==> config.mk <==
export PLATFORM = sky130hd
export DESIGN_NAME = dual_slope_ctrl
export DESIGN_NICKNAME = d
export VERILOG_FILES = /design/src/rtl/dsc_pkg.sv /design/src/rtl/dsc_sync.sv /design/src/rtl/dsc_timer.sv /design/src/rtl/dsc_seq_fsm.sv /design/src/rtl/dual_slope_ctrl.sv
export SDC_FILE = /design/constraint.sdc
export NUM_CORES = 1
export LEC_CHECK = 0
export ABC_AREA = 1
export BUFFER_PORTS_ARGS = -buffer_cell sky130_fd_sc_hd__buf_2
export CORE_AREA = 5 5 78 62
export CTS_CLUSTER_DIAMETER = 80
export DETAILED_ROUTE_END_ITERATION = 8
export DIE_AREA = 0 0 83 67
export SLEW_MARGIN = 20
export SYNTH_ARGS = -nofsm -noshare
export SYNTH_HDL_FRONTEND = slang
export SYNTH_HIERARCHICAL = 1
export SYNTH_SLANG_ARGS = --single-unit
==> constraint.sdc <==
create_clock -name clk -period 1.6 [get_ports clk]
set_clock_uncertainty 0.15 [all_clocks]
set_input_delay 0.32 -clock clk [delete_from_list [all_inputs] [get_ports clk]]
set_output_delay 0.32 -clock clk [all_outputs]
set_load 0.02 [all_outputs]
==> src/rtl/dsc_pkg.sv <==
package dsc_pkg;
   typedef enum logic [2:0] {
      ST_IDLE  = 3'd0,
      ST_AZ    = 3'd1,
      ST_INT   = 3'd2,
      ST_DEINT = 3'd3,
      ST_DONE  = 3'd4
   } dsc_state_e;
endpackage

==> src/rtl/dsc_sync.sv <==
module dsc_sync #(
   parameter int STAGES = 2
) (
   input  logic clk,
   input  logic rst_n,
   input  logic d_i,
   output logic q_o
);
   logic [STAGES-1:0] chain_q;

   genvar gi;
   generate
      for (gi = 0; gi < STAGES; gi++) begin : g_stage
         if (gi == 0) begin : g_first
            always_ff @(posedge clk) begin
               if (!rst_n) chain_q[0] <= 1'b0;
               else        chain_q[0] <= d_i;
            end
         end else begin : g_next
            always_ff @(posedge clk) begin
               if (!rst_n) chain_q[gi] <= 1'b0;
               else        chain_q[gi] <= chain_q[gi-1];
            end
         end
      end
   endgenerate

   assign q_o = chain_q[STAGES-1];
endmodule

==> src/rtl/dsc_timer.sv <==
module dsc_timer #(
   parameter int CNT_W = 10
) (
   input  logic             clk,
   input  logic             rst_n,
   input  logic             clr_i,
   output logic [CNT_W-1:0] cnt_o
);
   always_ff @(posedge clk) begin
      if (!rst_n)     cnt_o <= '0;
      else if (clr_i) cnt_o <= '0;
      else            cnt_o <= cnt_o + 1'b1;
   end
endmodule

==> src/rtl/dsc_seq_fsm.sv <==
module dsc_seq_fsm
   import dsc_pkg::*;
#(
   parameter int RES_W      = 8,
   parameter int AZ_CLKS    = 16,
   parameter int RUNUP_CLKS = 256,
   parameter int CNT_W      = 10
) (
   input  logic             clk,
   input  logic             rst_n,
   input  logic             start_i,
   input  logic             zero_seen_i,
   input  logic [CNT_W-1:0] cnt_i,
   output logic             cnt_clr_o,
   output dsc_state_e       state_o,
   output logic [RES_W-1:0] result_o,
   output logic             ovr_o
);
   localparam logic [CNT_W-1:0] AZ_LAST    = CNT_W'(AZ_CLKS - 1);
   localparam logic [CNT_W-1:0] RUNUP_LAST = CNT_W'(RUNUP_CLKS - 1);
   localparam logic [CNT_W-1:0] DEINT_LAST = CNT_W'((2 ** RES_W) - 1);

   dsc_state_e state_q, state_d;

   always_comb begin
      state_d = state_q;
      unique case (state_q)
         ST_IDLE:  if (start_i) state_d = ST_AZ;
         ST_AZ:    if (cnt_i == AZ_LAST) state_d = ST_INT;
         ST_INT:   if (cnt_i == RUNUP_LAST) state_d = ST_DEINT;
         ST_DEINT: if (zero_seen_i || cnt_i == DEINT_LAST) state_d = ST_DONE;
         ST_DONE:  state_d = ST_IDLE;
         default:  state_d = ST_IDLE;
      endcase
   end

   assign cnt_clr_o = (state_d != state_q) || (state_q == ST_IDLE);

   always_ff @(posedge clk) begin
      if (!rst_n) state_q <= ST_IDLE;
      else        state_q <= state_d;
   end

   always_ff @(posedge clk) begin
      if (!rst_n) begin
         result_o <= '0;
         ovr_o    <= 1'b0;
      end else if (state_q == ST_DEINT) begin
         if (zero_seen_i) begin
            result_o <= cnt_i[RES_W-1:0];
            ovr_o    <= 1'b0;
         end else if (cnt_i == DEINT_LAST) begin
            result_o <= '1;
            ovr_o    <= 1'b1;
         end
      end
   end

   assign state_o = state_q;
endmodule

==> src/rtl/dual_slope_ctrl.sv <==
module dual_slope_ctrl
   import dsc_pkg::*;
#(
   parameter int RES_W       = 8,
   parameter int AZ_CLKS     = 16,
   parameter int RUNUP_CLKS  = 256,
   parameter int SYNC_STAGES = 2
) (
   input  logic             clk,
   input  logic             rst_n,
   input  logic             start_i,
   input  logic             cmp_zero_i,
   output logic             sw_short_o,
   output logic             sw_input_o,
   output logic             sw_ref_o,
   output logic             busy_o,
   output logic             done_o,
   output logic             overrange_o,
   output logic [RES_W-1:0] result_o
);
   localparam int SPAN_MAX = (RUNUP_CLKS > AZ_CLKS) ?
                             ((RUNUP_CLKS > (2 ** RES_W)) ? RUNUP_CLKS : (2 ** RES_W)) :
                             ((AZ_CLKS > (2 ** RES_W)) ? AZ_CLKS : (2 ** RES_W));
   localparam int CNT_W = $clog2(SPAN_MAX) + 1;

   generate
      if (RES_W < 2 || RES_W > 20) begin : g_bad_res
         $error("RES_W out of range");
      end
      if (AZ_CLKS < 1 || RUNUP_CLKS < 1) begin : g_bad_len
         $error("phase lengths must be positive");
      end
      if (SYNC_STAGES < 2) begin : g_bad_sync
         $error("SYNC_STAGES must be at least 2");
      end
   endgenerate

   logic             zero_seen;
   logic             cnt_clr;
   logic [CNT_W-1:0] cnt;
   dsc_state_e       state;

   dsc_sync #(.STAGES(SYNC_STAGES)) sync_i (
      .clk   (clk),
      .rst_n (rst_n),
      .d_i   (cmp_zero_i),
      .q_o   (zero_seen)
   );

   dsc_timer #(.CNT_W(CNT_W)) timer_i (
      .clk   (clk),
      .rst_n (rst_n),
      .clr_i (cnt_clr),
      .cnt_o (cnt)
   );

   dsc_seq_fsm #(
      .RES_W      (RES_W),
      .AZ_CLKS    (AZ_CLKS),
      .RUNUP_CLKS (RUNUP_CLKS),
      .CNT_W      (CNT_W)
   ) fsm_i (
      .clk         (clk),
      .rst_n       (rst_n),
      .start_i     (start_i),
      .zero_seen_i (zero_seen),
      .cnt_i       (cnt),
      .cnt_clr_o   (cnt_clr),
      .state_o     (state),
      .result_o    (result_o),
      .ovr_o       (overrange_o)
   );

   always_comb begin
      sw_short_o = (state == ST_AZ);
      sw_input_o = (state == ST_INT);
      sw_ref_o   = (state == ST_DEINT);
      busy_o     = (state == ST_AZ) || (state == ST_INT) || (state == ST_DEINT);
      done_o     = (state == ST_DONE);
   end
endmodule

==> impl_metrics.py, run 1 <==
metrics = {
    "global_route": {
        "grtUsageMet3_pct": 3.46,
        "top_usage_layer": "met2",
        "grt_pass1_wl_mm": 4.27,
        "gr-usage-met2_pct": 14.6,
        "grt.met1_usage_pct": 12.7,
        "antenna_found_initial": 0,
        "grt_pass1_vias": 949,
        "groute.usage.overall_pct": 9.37,
        "grt.overflow.total": 0,
        "grt_max_degree": 13,
    },
    "pwr": {
        "ir_worst_vdd_mv": 0.541,
        "p_switching_uw": 232,
        "power_mw": 1.02,
        "clkPwrFrac_pct": 34.9,
        "p_leak_nw": 0.617,
        "switching_share_pct": 22.8,
        "seqPwrFrac_pct": 57.2,
        "internal_power_uw": 785,
        "p_per_area_nw_per_um2": 693,
        "comb_power_share_pct": 7.9,
    },
    "placement": {
        "routabilityCongestion": 0.776,
        "dp_hpwl_mm": 2.00,
        "numPortBuffers": 17,
        "dp.cells": 238,
        "placed_cell_area_um2": 1390,
        "place_ws_ns": 0.0517,
    },
    "sta": {
        "setup_violations": 0,
        "rsz0062_at_grt": "true",
        "hold_violations": 0,
        "tightestPinTransition_ns": 0.279,
        "maxSlewHeadroom_pct": 81.2,
        "fmax_mhz": 643,
        "final_max_slew_viol_count": 0,
        "layout_min_cycle_time_ns": 1.56,
        "fin_setup_tns_ns": 0,
        "finalCritPeriodShare_pct": 97.3,
        "fin_hold_ws_ns": 0.0965,
        "layout_setup_ws_ns": 0.0437,
    },
    "setup_path": {
        "timing.rr.end": "timer_i/cnt_o[4]$_SDFF_PP0_",
        "cp-end-kind": "output port",
        "cp_max_fo": 4,
        "cp_cell_sequence": "buf_4, inv_2, nand2_2, nor2_2, buf_6",
        "crit_path_top_delay_cell": "dfxtp_2",
        "cp.arrival_ns": 1.09,
        "required_ns": 1.13,
        "criticalPathCategory": "flop to output port",
        "r2r_setup_slack_ns": 0.07,
        "critPathMaxStageDelay_ns": 0.34,
        "critPathLaunchType": "flop",
        "rr_startpoint": "timer_i/cnt_o[8]$_SDFF_PP0_",
        "r2r_cells": 10,
    },
    "clock_tree": {
        "clock-sinks": 23,
        "cts.reportedPaths.clkPinSlew_ns": 0.08,
        "clk_latency_ns": 0.26,
        "cts-root-buf": "clkbuf_8",
        "htreeDepth": 1,
        "cts_buffers": 3,
        "hold_buffers": 0,
        "clock_path_buffers": 2,
        "cts_tree": "done",
    },
    "synth": {
        "synth_nets": 158,
        "yosysWarnings": 6,
        "synth_area_leaders": "dfxtp_1 (40%), nand2_1 (9.9%), inv_1 (7.2%)",
        "netlist_instances": 153,
        "synth.top_cell.area_share_pct": 40.4,
        "syn_area_um2": 1140,
        "ys_types": 24,
        "synth_top_area_cell": "dfxtp_1",
        "synth-seq-area-share_pct": 40.4,
        "avgSynthCellArea_um2": 7.46,
        "ys_seq_elements": 23,
    },
    "floorplanning": {
        "pin_count": 18,
        "die_area_um2": 5560,
        "start_util_pct": 28.9,
        "rows": 20,
        "die_x_um": 83,
        "core_area_um2": 3950,
        "die_h_um": 67,
    },
    "detailed_routing": {
        "wirelength_mm": 2.55,
        "first_pass_iters": 4,
        "dr_total_vias": 1040,
        "avgViaCountPerCell": 4.30,
        "wl_per_cell_um": 10.5,
        "drtIter0Drc": 40,
        "ant_nets": 0,
        "drc": 0,
    },
    "finish": {
        "fin_util_pct": 37.1,
        "antenna_cells": 0,
        "syn_to_final_growth_pct": 28.6,
        "layout_commonest_cell": "nand2_1",
        "final_cell_mix": "nand2_1 (29), inv_1 (19), nor2_1 (18), buf_4 (18), dfxtp_1 (16)",
        "fillers": 441,
        "finalNetCount": 193,
        "stdcell_area_um2": 1470,
        "final_cells": 242,
        "drive_gt1_share_pct": 38.0,
    },
    "worst_hold_path": {
        "min_from": "cmp_zero_i",
        "hold_end": "sync_i/chain_q[0]$_SDFF_PN0_",
        "hold_path_class": "input pin to flop",
        "min_path_cells": 3,
    },
    "run_status": {
        "status": "complete, no violations",
    },
    "flow_run": {
        "drv_cap": 0,
    },
}
[routing by layer]
metal  part of all wire, %  up-vias
li1                      -      559
met1                    53      454
met2                    42       27
met3                   5.3        0
met4                     0        0
met5                     0        -
[registers in the layout (all words and copies together), names as in the netlist]
signal,flops
fsm_i/state_o,3
timer_i/cnt_o,9
sync_i/q_o,1
sync_i/chain_q,1
fsm_i/ovr_o,1
fsm_i/result_o,8
[worst max-delay path: cells and delay by family (launching register included)]
kind	cells	cell delay (ns)
buf+inv	3	0.32
flops	1	0.34
simple gates	2	0.17
[worst max-delay path by stage]
stage / to / cells past startpoint / startpoint
after global placement: timer_i/cnt_o[2]$_SDFF_PP0_ / 10 / timer_i/cnt_o[8]$_SDFF_PP0_
after floorplan: timer_i/cnt_o[2]$_SDFF_PP0_ / 10 / timer_i/cnt_o[0]$_SDFF_PP0_
final: sw_ref_o / 5 / fsm_i/state_o[2]$_SDFF_PN0_
after detailed placement: timer_i/cnt_o[2]$_SDFF_PP0_ / 10 / timer_i/cnt_o[8]$_SDFF_PP0_
after CTS: sw_ref_o / 5 / fsm_i/state_o[2]$_SDFF_PN0_
after global routing: sw_ref_o / 5 / fsm_i/state_o[2]$_SDFF_PN0_
[cell usage after synthesis, drive strengths merged]
cell / instances
nand3b: 1
ha: 1
o21ai: 5
clkinv: 1
o2111ai: 5
nor3: 3
a21oi: 9
inv: 23
nand3: 14
and2: 1
nand4: 3
buf: 2
dfxtp: 23
nor2: 28
nand2: 34
[logic make-up after synthesis]
family | after synthesis | share of synthesized area [%]
AOI/OAI and AO/OA | 19 | 11.3
DFF | 23 | 40.4
adders and majority gates | 1 | 1.10
buffers and inverters | 26 | 9.32
and+or+nand+nor | 84 | 37.9
[cell type report]
class	instances	area, µm²	area share (%)
clock buffer	4	45.0	3.07
multi-input combinational	104	583	39.7
inverter	24	90.1	6.14
timing repair buffer	32	211	14.4
tap	55	68.8	4.69
sequential	23	469	32.0
[repair_timing]
item	4_1_cts	5_1_grt
endpoints found under the setup margin	0	16
gates resized for setup	0	18
setup buffers	0	0
endpoints found under the hold margin	0	0
[power groups by stage]
| stage | clock, mW | sequential [mW] | combinational [mW] |
|---|---|---|---|
| final | 0.355 | 0.582 | 0.0805 |
| after global routing | 0.390 | 0.582 | 0.0904 |
| after CTS | 0.369 | 0.581 | 0.0770 |
| after detailed placement | 0 | 0.595 | 0.0764 |
| after global placement | 0 | 0.595 | 0.0769 |
| after floorplan | 0 | 0.596 | 0.0487 |
(Power assumes the default switching activity.)
==> run 2: changes to the inputs <==
==> constraint.sdc (replaced) <==
create_clock -name clk -period 1.8 [get_ports clk]
set_clock_uncertainty 0.15 [all_clocks]
set_input_delay 0.36 -clock clk [delete_from_list [all_inputs] [get_ports clk]]
set_output_delay 0.36 -clock clk [all_outputs]
set_load 0.02 [all_outputs]
==> run 2 against run 1 <==
Register-to-register slack improved by 0.098 ns. Cell count fell by 3.7%. Sequential share of layout area rose by 1.6 points. Clock power fell by 7.6%. Sequential power fell by 11%. Wire length fell by 8.8%. First-iteration DRC count rose by 35%. Count of clock-buffer cells in the layout fell by 1. Global-route usage rose by 0.14 points. Core utilization fell by 2.5 points. Total power fell by 11%. Flip-flop and latch count did not move.
==> impl_metrics.py, run 2 (synthesis gave the netlist of run 1 again) <==
metrics = {
    "setup_path": {
        "cp-end-kind": "flop",
        "crit_top_cell": "nand2_1",
        "cp-startpoint": "fsm_i/state_o[2]$_SDFF_PN0_",
        "cp_cell_sequence": "inv_1, nand2_1, nor2_1, nand3_1, nand2_1, clkinv_1, nand4_1, nor2_4, o21ai_0, a21oi_1",
        "cp_max_fo": 7,
        "critical_path.top_delay_family": "simple AND/OR/NAND/NOR gates",
        "critPathLaunchType": "flop",
        "rr_startpoint": "fsm_i/state_o[2]$_SDFF_PN0_",
        "criticalPathCategory": "flop to flop",
        "critPathMaxStageDelay_ns": 0.41,
        "required_ns": 1.86,
        "crit_buf_inv": 2,
        "r2r_setup_slack_ns": 0.17,
        "crit_path_top_delay_cell": "dfxtp_1",
        "cp.arrival_ns": 1.69,
    },
    "floorplanning": {
        "die_area_um2": 5560,
        "die_h_um": 67,
        "pin_count": 18,
        "die_x_um": 83,
        "rows": 20,
        "core_area_um2": 3950,
        "start_util_pct": 28.9,
    },
    "finish": {
        "multi_input_comb_area_um2": 574,
        "syn_to_final_growth_pct": 20.1,
        "stdcell_area_um2": 1370,
        "ff_latch_area_um2": 460,
        "largest_reg_flops": 9,
        "fin_util_pct": 34.7,
        "largest-register": "timer_i/cnt_o",
        "final_cell_mix": "nand2_1 (30), dfxtp_1 (23), inv_1 (22)",
        "final_cells": 233,
        "antenna_cells": 0,
        "fillers": 441,
        "layout_commonest_cell": "nand2_1",
        "finalNetCount": 184,
        "drive_gt1_share_pct": 28.1,
    },
    "placement": {
        "routabilityCongestion": 0.774,
        "dp_hpwl_mm": 1.75,
        "placed_cell_area_um2": 1320,
        "place_ws_ns": 0.155,
        "numPortBuffers": 17,
        "dp.cells": 229,
    },
    "pwr": {
        "ir_worst_vdd_mv": 0.380,
        "power_uw": 907,
        "p_leak_nw": 0.568,
        "p_per_area_nw_per_um2": 662,
    },
    "clock_tree": {
        "clock_path_buffers": 2,
        "cts_tree": "done",
        "cts_buffers": 3,
        "htreeDepth": 1,
        "cts_setup_buffers": 0,
        "hold_buffers": 0,
        "clk_latency_ns": 0.27,
        "cts-root-buf": "clkbuf_8",
        "cts.reportedPaths.clkPinSlew_ns": 0.08,
        "clock-sinks": 23,
        "cts_resized": 0,
    },
    "sta": {
        "layout_setup_ws_ns": 0.168,
        "maxSlewHeadroom_pct": 82.0,
        "final_max_slew_viol_count": 0,
        "rsz0062_at_grt": "false",
        "layout_min_cycle_time_ns": 1.63,
        "setup_violations": 0,
        "fin_setup_tns_ns": 0,
        "tightestPinTransition_ns": 0.268,
        "fin_hold_ws_ns": 0.118,
        "finalCritPeriodShare_pct": 90.7,
        "fmax_mhz": 613,
        "hold_violations": 0,
    },
    "detailed_routing": {
        "wl_per_cell_um": 9.97,
        "ant_nets": 0,
        "drtIter0Drc": 54,
        "first_pass_iters": 4,
        "dr_total_vias": 977,
        "drc": 0,
        "avgViaCountPerCell": 4.19,
        "wirelength_mm": 2.32,
    },
    "flow_run": {
        "drv_cap": 0,
    },
    "global_route": {
        "antenna_found_initial": 0,
        "grt_pass1_wl_mm": 4.19,
        "grt_max_degree": 20,
        "grt_pass1_vias": 927,
        "groute.usage.overall_pct": 9.51,
        "grt.overflow.total": 0,
    },
    "worst_hold_path": {
        "min_from": "cmp_zero_i",
        "hold_path_class": "input pin to flop",
    },
    "run_status": {
        "status": "complete, no violations",
    },
}
-- run 2: changes by cell type in the layout (fill, tap and decap cells not counted), moves of 3 or more --
cell	change
inv_2	-3
inv_1	+3
buf_4	-12
dfxtp_1	+7
buf_2	+4
dfxtp_2	-7
-- run 2: layout make-up --
cell class	instances	area share [%]
Multi-Input combinational cell	104	41.9
Sequential cell	23	33.6
Timing Repair Buffer	23	9.50
Inverter	24	6.58
Tap cell	55	5.02
Clock buffer	3	3.01
Clock inverter	1	0.365
-- run 2: routing by layer --
metal	wire length (µm)	up-vias	GRT usage (%)
met4	38	0	3.67
met2	880	21	13.9
met1	1290	413	12.5
li1	-	538	-
met5	0	-	0
met3	119	5	3.71
-- run 2: final timing paths --
kind / endpoint / cells after the start
max reg2reg: timer_i/cnt_o[4]$_SDFF_PP0_ / 10
max: timer_i/cnt_o[4]$_SDFF_PP0_ / 10
min: sync_i/chain_q[0]$_SDFF_PN0_ / 3
min reg2reg: sync_i/q_o$_SDFF_PN0_ / 2
-- run 2: tightest hold or removal path, cell delays in order --
cell and delay, ns:
buf_2 0.08, nand2_1 0.04, inv_1 0.04
-- run 2: power breakdown --
part | switching [mW] | total, mW | internal (mW)
sequential | 0.00399 | 0.517 | 0.513
clock | 0.173 | 0.328 | 0.155
combinational | 0.0416 | 0.0623 | 0.0207
total | 0.218 | 0.907 | 0.689
